**src/rtl/rdi_enc_pkg.sv**
```systemverilog
package rdi_enc_pkg;
    localparam int CODE_W = 3;

    typedef enum logic [1:0] {
        ST_CLEAR   = 2'd0,
        ST_PAYLOAD = 2'd1,
        ST_CONNECT = 2'd2,
        ST_SERVER  = 2'd3
    } defect_cls_e;

    localparam logic [CODE_W-1:0] ENH_SERVER  = 3'b101;
    localparam logic [CODE_W-1:0] ENH_CONNECT = 3'b110;
    localparam logic [CODE_W-1:0] ENH_PAYLOAD = 3'b010;
    localparam logic [CODE_W-1:0] ENH_CLEAR   = 3'b001;
    localparam logic [CODE_W-1:0] LEG_SERVER  = 3'b100;
    localparam logic [CODE_W-1:0] LEG_CLEAR   = 3'b000;
endpackage

```
**src/rtl/rdi_prio_sel.sv**
```systemverilog
module rdi_prio_sel
    import rdi_enc_pkg::*;
(
    input  logic        ais,
    input  logic        lop,
    input  logic        tim,
    input  logic        uneq,
    input  logic        plm,
    input  logic        lcd,
    output defect_cls_e req_cls
);
    logic server_any;
    logic connect_any;
    logic payload_any;

    assign server_any  = ais | lop;
    assign connect_any = tim | uneq;
    assign payload_any = plm | lcd;

    always_comb begin
        if (server_any)       req_cls = ST_SERVER;
        else if (connect_any) req_cls = ST_CONNECT;
        else if (payload_any) req_cls = ST_PAYLOAD;
        else                  req_cls = ST_CLEAR;
    end
endmodule

```
**src/rtl/rdi_frame_fsm.sv**
```systemverilog
module rdi_frame_fsm
    import rdi_enc_pkg::*;
(
    input  logic              clk,
    input  logic              rst_n,
    input  logic              frame_sync,
    input  logic              legacy_mode,
    input  defect_cls_e       req_cls,
    output logic [CODE_W-1:0] code
);
    defect_cls_e state_q;
    defect_cls_e state_d;
    logic        legacy_q;

    always_comb begin
        state_d = frame_sync ? req_cls : state_q;
    end

    always_ff @(posedge clk) begin
        if (!rst_n) begin
            state_q  <= ST_CLEAR;
            legacy_q <= 1'b0;
        end else begin
            state_q <= state_d;
            if (frame_sync) legacy_q <= legacy_mode;
        end
    end

    always_comb begin
        unique case (state_q)
            ST_SERVER:  code = legacy_q ? LEG_SERVER : ENH_SERVER;
            ST_CONNECT: code = legacy_q ? LEG_CLEAR  : ENH_CONNECT;
            ST_PAYLOAD: code = legacy_q ? LEG_CLEAR  : ENH_PAYLOAD;
            ST_CLEAR:   code = legacy_q ? LEG_CLEAR  : ENH_CLEAR;
            default:    code = ENH_CLEAR;
        endcase
    end

    assert_hold_between_strobes_R8: assert property (
        @(posedge clk) disable iff (!rst_n)
        !frame_sync |=> $stable(code));

    assert_legacy_no_class_codes_R7: assert property (
        @(posedge clk) disable iff (!rst_n)
        (frame_sync && legacy_mode) |=> (code == LEG_SERVER || code == LEG_CLEAR));
endmodule

```
**src/rtl/rdi_byte_merge.sv**
```systemverilog
module rdi_byte_merge #(
    parameter int BYTE_W    = 8,
    parameter int FIELD_LSB = 1,
    parameter int FIELD_W   = 3
) (
    input  logic [BYTE_W-1:0]  byte_in,
    input  logic [FIELD_W-1:0] field,
    output logic [BYTE_W-1:0]  byte_out
);
    localparam int FIELD_MSB = FIELD_LSB + FIELD_W - 1;

    for (genvar i = 0; i < BYTE_W; i++) begin : g_bit
        if (i >= FIELD_LSB && i <= FIELD_MSB) begin : g_field
            assign byte_out[i] = field[i-FIELD_LSB];
        end else begin : g_pass
            assign byte_out[i] = byte_in[i];
        end
    end
endmodule

```
**src/rtl/rdi_path_encoder.sv**
```systemverilog
module rdi_path_encoder
    import rdi_enc_pkg::*;
#(
    parameter int BYTE_W    = 8,
    parameter int FIELD_LSB = 1
) (
    input  logic              clk,
    input  logic              rst_n,
    input  logic              frame_sync,
    input  logic              legacy_mode,
    input  logic              def_ais,
    input  logic              def_lop,
    input  logic              def_tim,
    input  logic              def_uneq,
    input  logic              def_plm,
    input  logic              def_lcd,
    input  logic [BYTE_W-1:0] byte_in,
    output logic [BYTE_W-1:0] byte_out,
    output logic [CODE_W-1:0] rdi_code
);
    defect_cls_e req_cls;

    rdi_prio_sel u_prio (
        .ais     (def_ais),
        .lop     (def_lop),
        .tim     (def_tim),
        .uneq    (def_uneq),
        .plm     (def_plm),
        .lcd     (def_lcd),
        .req_cls (req_cls)
    );

    rdi_frame_fsm u_fsm (
        .clk         (clk),
        .rst_n       (rst_n),
        .frame_sync  (frame_sync),
        .legacy_mode (legacy_mode),
        .req_cls     (req_cls),
        .code        (rdi_code)
    );

    rdi_byte_merge #(
        .BYTE_W    (BYTE_W),
        .FIELD_LSB (FIELD_LSB),
        .FIELD_W   (CODE_W)
    ) u_merge (
        .byte_in  (byte_in),
        .field    (rdi_code),
        .byte_out (byte_out)
    );

    assert_server_wins_R5: assert property (
        @(posedge clk) disable iff (!rst_n)
        (frame_sync && !legacy_mode && (def_ais || def_lop)) |=> (rdi_code == ENH_SERVER));

    assert_idle_enhanced_R6: assert property (
        @(posedge clk) disable iff (!rst_n)
        (frame_sync && !legacy_mode && !(def_ais || def_lop || def_tim || def_uneq || def_plm || def_lcd))
        |=> (rdi_code == ENH_CLEAR));

    assert_field_carried_R9: assert property (
        @(posedge clk) disable iff (!rst_n)
        byte_out[FIELD_LSB +: CODE_W] == rdi_code);

    assert_no_enhanced_class_in_legacy_R7: assert property (
        @(posedge clk) disable iff (!rst_n)
        (frame_sync && legacy_mode && !(def_ais || def_lop)) |=> (rdi_code == LEG_CLEAR));
endmodule

```
**config.mk**
```make
export PLATFORM = sky130hd
export DESIGN_NAME = rdi_path_encoder
export DESIGN_NICKNAME = d
export VERILOG_FILES = /design/src/rtl/rdi_enc_pkg.sv /design/src/rtl/rdi_prio_sel.sv /design/src/rtl/rdi_frame_fsm.sv /design/src/rtl/rdi_byte_merge.sv /design/src/rtl/rdi_path_encoder.sv
export SDC_FILE = /design/constraint.sdc
export NUM_CORES = 1
export LEC_CHECK = 0
export BUFFER_PORTS_ARGS = -buffer_cell sky130_fd_sc_hd__buf_4
export CAP_MARGIN = 30
export CORE_AREA = 10 10 47 49
export CTS_BUF_LIST = sky130_fd_sc_hd__clkbuf_8 sky130_fd_sc_hd__clkbuf_16
export DETAILED_ROUTE_END_ITERATION = 12
export DIE_AREA = 0 0 57 59
export GPL_TIMING_DRIVEN = 1
export SLEW_MARGIN = 20
export SYNTH_ARGS = -nofsm -noshare
export SYNTH_HDL_FRONTEND = slang
export SYNTH_SLANG_ARGS = --single-unit
```
**constraint.sdc**
```tcl
create_clock -name clk -period 1 [get_ports clk]
set_input_delay 0.2 -clock clk [delete_from_list [all_inputs] [get_ports clk]]
set_output_delay 0.2 -clock clk [all_outputs]
set_load 0.03 [all_outputs]
```
### Word-level counts from Yosys, hierarchy flattened

Index checks and enable logic that the tools add are counted.

* flip-flop bits (word level): 3
* input bits: 18
* output and inout port bits: 11

* equality and inequality tests: 3
* muxes and demuxes: 8
* bitwise logic cells: 3
* reductions and logical operators: 1

Operator list (number)
* case mux 3 bit (4 select lines): 1
* two-way mux 2 bit: 3
* == test 2 bit (second input constant): 2
* two-way mux 1 bit: 3
* two-way mux 3 bit: 1
* bitwise OR 1 bit: 3
* == test 2 x 1 -> 1 bit (second input constant): 1
* logical NOT 2 bit: 1

### Longest topological paths before layout

Gate-level depths: netlist of run 1.

* word-level depth: 4
* gate-level depth with buffers: 3
* mapped depth without buffers: 3

### Cells and area by module

From an unflattened synthesis of run 1, not the netlist that was laid out.

* cell total of the unflattened synthesis: 27
* area total of the unflattened synthesis: 226.5 µm²

Modules (own cells, without submodules)
* rdi_frame_fsm: times used 1, cells each 14, area an instance 138.9 µm², sequential area each 60.1 µm²
* rdi_byte_merge: times used 1, cells each 8, area an instance 60.1 µm², sequential area each 0.0 µm²
* rdi_prio_sel: times used 1, cells each 5, area an instance 27.5 µm², sequential area each 0.0 µm²

### Least setup slack after synthesis of run 1

No wires, ideal clock.

* path type: reg2out
* from: register u_fsm.state_q[0]
* to: output port rdi_code[2]
* arrival: 1.433 ns
* required time: 0.800 ns
* slack: -0.633 ns
* stages on the path, launching flop included: 4
* path through: dfxtp_1 inv_1 a21boi_0 buf_4

* word-level cells in the longest chain between the ends: 2

Ends and longest elaborated chain
* from (decl): RTL line rdi_frame_fsm.sv:11 `defect_cls_e state_q;`
* from (signal assigned): RTL line rdi_frame_fsm.sv:24 `state_q <= state_d;`
* == test 2 x 1 -> 1 bit (tied with other cells): RTL line rdi_frame_fsm.sv:30 `unique case (state_q)`
* case mux 3 bit (4 select lines) *: RTL line rdi_frame_fsm.sv:30
* to (decl): RTL line rdi_path_encoder.sv:19 `output logic [CODE_W-1:0] rdi_code`

Every way passes the cells marked *; elsewhere a longest branch is shown, timed or not.

### Worst setup path after layout of run 1

* from: register u_fsm.state_q[1]
* to: output port byte_out[2]

* word-level cells in the longest chain between the ends: 2

Ends and longest elaborated chain
* == test 2 x 1 -> 1 bit (tied with other cells): RTL line rdi_frame_fsm.sv:30
* case mux 3 bit (4 select lines) *: RTL line rdi_frame_fsm.sv:30
* to (decl): RTL line rdi_path_encoder.sv:18 `output logic [BYTE_W-1:0] byte_out,`

Marks and branches as above.

==> results of run 1 <==
[Yosys cell counts]
cell type / count / area, um2
buf_4: 8 / 60.1
dfxtp_1: 3 / 60.1
nor2_1: 3 / 11.3
o21ai_1: 3 / 15.0
a31oi_1: 2 / 12.5
a21boi_0: 1 / 7.51
and2b_1: 1 / 7.51
inv_1: 1 / 3.75
mux2i_1: 1 / 10.0
nor2b_1: 1 / 6.26
xor2_1: 1 / 8.76
[how the worst min path moves through the flow]
stage                     startpoint          endpoint  cells past startpoint
after floorplan           frame_sync  u_fsm.state_q[0]                      1
after global placement    byte_in[7]       byte_out[7]                      0
after detailed placement  byte_in[7]       byte_out[7]                      0
after CTS                 frame_sync  u_fsm.state_q[0]                      2
after global routing      frame_sync  u_fsm.state_q[0]                      2
final                     frame_sync  u_fsm.state_q[0]                      2
[critical path, cell delays in order (launching register included)]
cell and delay [ps]:
dfxtp_2 320, xor2_2 180, and2b_2 220, buf_6 140
[routing by layer]
metal | wire length (um) | GRT usage | part of all wire | up-vias
met5 | 0 | 0 | 0 | -
met4 | 6 | 0.0302 | 0.010 | 0
met3 | 131 | 0.0515 | 0.22 | 2
met2 | 214 | 0.0434 | 0.36 | 16
met1 | 236 | 0.0416 | 0.40 | 85
li1 | - | - | - | 105
[registers in the layout, summed over array words and instances, names as in the netlist]
| register | count |
|---|---|
| u_fsm.legacy_q | 1 |
| u_fsm.state_q | 2 |
[per-stage QoR]
step	setup TNS (ps)	instances	instance area, um2	util
floorplan	-324	25	240	-
global placement	-136	51	328	0.234
detailed placement	-147	51	328	0.234
CTS	-1470	55	395	0.282
global route	-1650	55	395	0.282
finish	-1370	55	395	0.282
[cell type report]
type / count / area, um2 / share of cell area
inverter: 1 / 3.75 / 0.00949
tap: 16 / 20.0 / 0.0506
clock inverter: 1 / 3.75 / 0.00949
timing repair buffer: 18 / 158 / 0.399
sequential: 3 / 62.6 / 0.158
multi-input combinational: 13 / 106 / 0.269
clock buffer: 3 / 41.3 / 0.104
[power by group through the flow]
| stage | Combinational, mW | Clock, mW | Sequential (mW) |
|---|---|---|---|
| 2_1_floorplan | 0.182 | 0 | 0.143 |
| 5_1_grt | 0.250 | 0.368 | 0.142 |
| 4_1_cts | 0.238 | 0.350 | 0.141 |
| 3_3_place_gp | 0.212 | 0 | 0.142 |
| 3_5_place_dp | 0.213 | 0 | 0.142 |
| 6_report | 0.234 | 0.336 | 0.140 |
[logic make-up (layout without fill, tap and decap cells)]
group           Yosys count  after routing
compound gates            6              6
xor+xnor                  1              1
buf+inv                   9             23
flops                     3              3
mux                       1              1
simple gates              5              5
[timing repair]
item | in CTS | in global routing
endpoints found under the setup margin | 6 | 6
hold buffers | 0 | 0
resized for setup | 6 | 0
pin swaps | 1 | 1
==> impl_metrics.tcl, run 1 <==
set metrics [dict create \
    status "finished with violations" \
    violations "negative setup slack" \
    worstPathMaxFanout 2 \
    place_hpwl_um 529 \
    syn_area_um2 203 \
    drv_slew 0 \
    track_usage 0.0415 \
    synth_cell_types 11 \
    synthAdderAreaFrac 0 \
    overflow 0 \
    synthCells 25 \
    dieWidth_um 57 \
    cp.required_ps 800 \
    nNetsFinal 58 \
    initial_core_util 0.145 \
    final.period_utilization 1.28 \
    cts.sinks 3 \
    fin_skew_ps 0 \
    synth-seq-cells 3 \
    synth_nets 43 \
    reg2reg_to "u_fsm.state_q[0]" \
    drt-pass1-iter-count 3 \
    drtIter0Drc 2 \
    r2r_start "u_fsm.state_q[0]" \
    worstPathArrival_ps 1080 \
    crit_type "register to primary output" \
    antenna_cells 0 \
    r2r_cells 3 \
    yosysWarningCount 0 \
    intPower_mw 0.509 \
    ir_drop_uv 986 \
    leakage_nw 0.189 \
    powerDensity_mw_per_mm2 1800 \
    yosys.area_share.simple 0.123 \
    antenna_found_initial 0 \
    fmax_ghz 0.779 \
    ioPinCount 29 \
    cts_max_level 1 \
    swShare 0.283 \
    layout_common_cells "12 x buf_4, 6 x buf_6, 3 x o21ai_1, 3 x clkbuf_8" \
    routabilityCongestion 0.625 \
    slew_headroom 0.869 \
    postSynthAreaPerCell_um2 8.11 \
    port_buffers 15 \
    muxShareOfSynthArea 0.0494 \
    critPathCaptureType "primary output" \
    die-area_mm2 0.00336 \
    wire_per_inst_um 10.7 \
    endpoint "byte_out[2]" \
    power_frac_clock 0.473 \
    power_frac_comb 0.329 \
    period_needed_ps 1280 \
    clk_latency_ps 210 \
    power_frac_seq 0.198 \
    maxCapViolations 0 \
    timing.hold.ws_ps 209 \
    cts_setup_buffers 0 \
    pre_cts_slack_ps -72.7 \
    synth-xor-area-share 0.0432 \
    rrSetupSlack_ps 250 \
    grt_max_degree 6 \
    nFillCells 159 \
    grt_pass1_wl_um 1050 \
    cts_buffers 3 \
    num_rows 14 \
    p_sw_mw 0.201 \
    hold_path.class "primary input to register" \
    cts_root_buf "clkbuf_8" \
    rsz0062_at_grt "yes" \
    synth_compound_area_frac 0.173 \
    synth_top_family_by_area "buffers and inverters" \
    drc 0 \
    worstMarginPinSlew_ps 197 \
    drive_above_1_share 0.692 \
    core_area_mm2 0.00140 \
    cts_tree "yes" \
    hold_viol 0 \
    via_per_inst 3.78 \
    ant_nets 0 \
    totalWireLength_um 588 \
    grt_pass1_vias 243 \
    critPathLaunchType "register" \
    power_mw 0.710 \
    clk_path_buf_depth 2 \
    num_vias 208 \
    dieHeight_um 59 \
    area_growth_pct 95.1 \
    yosysSeqAreaShare 0.296 \
    finalSetupViolations 6 \
    path_clk_slew_ps 30 \
    crit_start "u_fsm.state_q[1]" \
    mostFrequentLayoutCell "buf_4" \
    setup_ws_ps -283 \
]
No activity file was read; power rests on OpenSTA's default activity.
==> run 2: changes to the inputs <==
- SETUP_SLACK_MARGIN: not set -> 0.5
==> impl_metrics.tcl, run 2 (synthesis results as in run 1) <==
set metrics [dict create \
    track_usage 0.0467 \
    nNetsFinal 59 \
    maxCapViolations 0 \
    cts_root_buf "clkbuf_8" \
    p_sw_mw 0.216 \
    leakage_nw 0.202 \
    final_area_um2 438 \
    r2r_cells 4 \
    finalSetupViolations 6 \
    critPathCaptureType "primary output" \
    drv_slew 0 \
    cpLargestDelayFamily "flip-flops" \
    worstPathMaxFanout 2 \
    rrSetupSlack_ps 170 \
    via_per_inst 3.88 \
    antenna_cells 0 \
    routabilityCongestion 0.663 \
    worstPathArrival_ps 1110 \
    r2r_start "u_fsm.state_q[0]" \
    cts_max_level 1 \
    intPower_mw 0.518 \
    drt-pass1-iter-count 2 \
    num_rows 14 \
    powerDensity_mw_per_mm2 1680 \
    fmax_ghz 0.762 \
    rsz0062_at_grt "yes" \
    ant_nets 0 \
    swShare 0.294 \
    final-instance-count-excl-fill 56 \
    top_regs "u_fsm.state_q: 2 flops, u_fsm.legacy_q: 1 flops" \
    crit_type "register to primary output" \
    period_needed_ps 1310 \
    critPathLaunchType "register" \
    totalWireLength_um 621 \
    area_growth_pct 116 \
    overflow 0 \
    cts_hold_buf 0 \
    cts_tree "yes" \
    slowest_delay_ps 350 \
    port_buffers 15 \
    tns_ps -1480 \
    grt_max_degree 6 \
    initial_core_util 0.145 \
    die-area_mm2 0.00336 \
    drtIter0Drc 1 \
    min_delay_worst_endpoint "u_fsm.state_q[0]" \
    path_clk_slew_ps 30 \
    grt_pass1_vias 259 \
    core_area_mm2 0.00140 \
    hold_viol 0 \
    antenna_found_initial 0 \
    cts_buffers 3 \
    power_frac_clock 0.466 \
    cp_num_buf_inv 1 \
    dp_cells 51 \
    ir_drop_uv 942 \
    slew_headroom 0.921 \
    worstMarginPinSlew_ps 115 \
    drc 0 \
    cts.sinks 3 \
    power_frac_seq 0.193 \
    num_vias 217 \
    largest_reg_flops 2 \
    cp_slowest_cell "dfxtp_4" \
    grt_pass1_wl_um 1160 \
    dieWidth_um 57 \
    setup_ws_ps -312 \
    dieHeight_um 59 \
    place_area_um2 329 \
    crit_chain "xor2_4 -> and2b_2 -> buf_6" \
    power_frac_comb 0.342 \
    cp.required_ps 800 \
    mostFrequentLayoutCell "buf_4" \
    clk_path_buf_depth 2 \
    min_from "frame_sync" \
    status "finished with violations" \
    fin_skew_ps 0 \
    wire_per_inst_um 11.1 \
    reg2reg_to "u_fsm.state_q[0]" \
    power_mw 0.734 \
    layout_common_cells "11 x buf_4, 8 x buf_6, 3 x clkbuf_8, 3 x dfxtp_4" \
    clk_latency_ps 210 \
    hold_path.class "primary input to register" \
    min_path_cells 2 \
    violations "negative setup slack" \
    max_flop_register "u_fsm.state_q" \
    ioPinCount 29 \
    final.period_utilization 1.31 \
    drive_above_1_share 0.800 \
]
## run 2: changes by cell type in the layout (fill, tap and decap cells not counted), sizes merged
cell | previous run | this run
buf | 18 | 19
## run 2: final cells by class
class	instances	area, um2
Tap cell	16	20.0
Timing Repair Buffer	19	173
Sequential cell	3	71.3
Clock buffer	3	41.3
Multi-Input combinational cell	13	125
Fill cell	156	963
Inverter	1	3.75
Clock inverter	1	3.75
## run 2: what timing repair did
item / CTS / global route
endpoints found under the hold margin: 0 / 0
setup endpoints to repair: 9 / 9
pin swaps: 2 / 3
gates resized for setup: 6 / 9
buffers inserted: 0 / 1
## run 2: power by group through the flow
stage	registers (mW)	clock network, mW	logic [mW]
final	0.141	0.342	0.251
after global routing	0.144	0.383	0.269
after CTS	0.141	0.356	0.237
after detailed placement	0.143	0	0.212
after global placement	0.142	0	0.211
after floorplan	0.143	0	0.197
## run 2: worst reg2reg max path, cell delays in order, from the launching register on
cell,delay [ps]
dfxtp_4,350
buf_6,120
buf_6,100
o21ai_2,90
a31oi_1,40
## run 2: worst max-delay path by stage
stage                           startpoint           to  slack [ps]  cells past startpoint
after CTS                 u_fsm.state_q[0]  rdi_code[1]        -300                      3
after global placement    u_fsm.state_q[1]  rdi_code[1]         -70                      3
after floorplan           u_fsm.state_q[0]  rdi_code[1]        -160                      3
after detailed placement  u_fsm.state_q[1]  rdi_code[1]         -70                      3
final                     u_fsm.state_q[1]  rdi_code[1]        -310                      3
after global routing      u_fsm.state_q[1]  byte_out[2]        -350                      3
## run 2: metrics by stage
stage / setup WS, ps / utilization / hold slack [ps]
final: -312 / 0.313 / 210
after global routing: -350 / 0.313 / 219
after CTS: -296 / 0.283 / 195
after detailed placement: -70.2 / 0.235 / 400
after global placement: -65.9 / 0.235 / 400
after floorplan: -159 / - / 293
## run 2: routing by layer
metal | vias to the layer above | GRT usage | share of wire
li1 | 104 | - | -
met1 | 89 | 0.0429 | 0.38
met2 | 22 | 0.0481 | 0.38
met3 | 2 | 0.0601 | 0.23
met4 | 0 | 0.0436 | 0.0032
met5 | - | 0 | 0
==> run 3: changes to the inputs <==
- PLACE_DENSITY: not set -> 0.57
- clock period: 1 -> 1.1 ns (I/O delays scaled with it)
==> impl_metrics.tcl, run 3 (synthesis results as in run 1) <==
set metrics [dict create \
    cts_hold_buf 0 \
    track_usage 0.0389 \
    power_frac_comb 0.339 \
    routabilityCongestion 0.571 \
    cts_max_level 1 \
    dp_cells 51 \
    clk_path_buf_depth 2 \
    max_flop_register "u_fsm.state_q" \
    final-instance-count-excl-fill 55 \
    pre_cts_slack_ps 12.3 \
    ioPinCount 29 \
    reg2reg_to "u_fsm.state_q[0]" \
    cts.sinks 3 \
    place_hpwl_um 492 \
    slew_headroom 0.918 \
    drv_slew 0 \
    die-area_mm2 0.00336 \
    final.period_utilization 1.19 \
    swShare 0.285 \
    dieWidth_um 57 \
    power_frac_seq 0.199 \
    worstPathMaxFanout 2 \
    tns_ps -1020 \
    worstPathArrival_ps 1090 \
    antenna_cells 0 \
    hold_viol 0 \
    num_vias 211 \
    mostFrequentLayoutCell "buf_4" \
    drive_above_1_share 0.769 \
    setup_ws_ps -211 \
    period_needed_ps 1310 \
    ir_drop_uv 753 \
    cts_tree "yes" \
    layout_common_cells "10 x buf_4, 8 x buf_6, 3 x clkbuf_8" \
    path_clk_slew_ps 30 \
    num_rows 14 \
    drc 0 \
    core_area_mm2 0.00140 \
    p_sw_mw 0.187 \
    worstMarginPinSlew_ps 120 \
    power_mw 0.657 \
    final_area_um2 424 \
    clk_latency_ps 210 \
    finalSetupViolations 6 \
    intPower_mw 0.470 \
    fin_skew_ps 0 \
    r2r_start "u_fsm.state_q[0]" \
    nFillCells 155 \
    critPathLaunchType "register" \
    timing.hold.ws_ps 236 \
    nNetsFinal 58 \
    antenna_found_initial 0 \
    crit_start "u_fsm.state_q[0]" \
    min_path_cells 2 \
    port_buffers 15 \
    drt-pass1-iter-count 4 \
    fmax_ghz 0.763 \
    wire_per_inst_um 10.3 \
    grt_pass1_vias 255 \
    fin_util 0.303 \
    via_per_inst 3.84 \
    leakage_nw 0.195 \
    cts_setup_buffers 0 \
    drtIter0Drc 3 \
    cp.required_ps 880 \
    dieHeight_um 59 \
    top_regs "u_fsm.state_q: 2 flops, u_fsm.legacy_q: 1 flops" \
    critPathCaptureType "primary output" \
    overflow 0 \
    rrSetupSlack_ps 340 \
    crit_type "register to primary output" \
    maxCapViolations 0 \
    min_delay_worst_endpoint "u_fsm.state_q[1]" \
    totalWireLength_um 569 \
    powerDensity_mw_per_mm2 1550 \
    initial_core_util 0.145 \
    cts_buffers 3 \
    status "finished with violations" \
    hold_path.class "primary input to register" \
    area_growth_pct 109 \
    cts_root_buf "clkbuf_8" \
    min_from "frame_sync" \
    largest_reg_flops 2 \
    violations "negative setup slack" \
    power_frac_clock 0.462 \
    place_area_um2 330 \
    ant_nets 0 \
    grt_max_degree 6 \
    r2r_cells 3 \
    grt_pass1_wl_um 1030 \
    rsz0062_at_grt "yes" \
]
[run 3: cell count changes in the layout (fill, tap and decap cells not counted), sizes merged]
| cell | before | now |
|---|---|---|
| buf | 19 | 18 |
[run 3: how the worst max path moves through the flow]
| stage | to | slack, ps | depth (start not counted) |
|---|---|---|---|
| 2_1_floorplan | rdi_code[1] | -80 | 3 |
| 4_1_cts | rdi_code[1] | -200 | 3 |
| 3_5_place_dp | rdi_code[1] | 10 | 3 |
| 6_report | rdi_code[1] | -210 | 3 |
| 3_3_place_gp | byte_out[2] | 10 | 3 |
| 5_1_grt | byte_out[2] | -250 | 3 |
[run 3: power by group through the flow]
stage                     registers, mW  logic [mW]  clock network [mW]
after floorplan                   0.130       0.166                   0
after global routing              0.132       0.240               0.325
after detailed placement          0.128       0.195                   0
after CTS                         0.128       0.219               0.315
final                             0.131       0.223               0.304
after global placement            0.128       0.193                   0
[run 3: final cells by class]
cell class	count	area, um2	area share
repair buffers	18	165	0.389
multi-input cells	13	124	0.292
flip-flops and latches	3	66.3	0.156
clock buffers	3	41.3	0.0973
well taps	16	20.0	0.0472
clock inverters	1	3.75	0.00885
inverters	1	3.75	0.00885
[run 3: worst max-delay path: stages (launching register included)]
cell and delay, ps:
dfxtp_2 340, xor2_4 190, and2b_2 220, buf_6 140
[run 3: what timing repair did]
action	CTS	global route
resized for setup	9	3
pin swaps	2	3
endpoints found under the setup margin	9	9
[run 3: metal layers]
metal	wire (um)	vias up	track usage
li1	-	104	-
met1	251	87	0.0451
met2	221	16	0.0419
met3	89	4	0.0236
met4	6	0	0.0470
met5	0	-	0
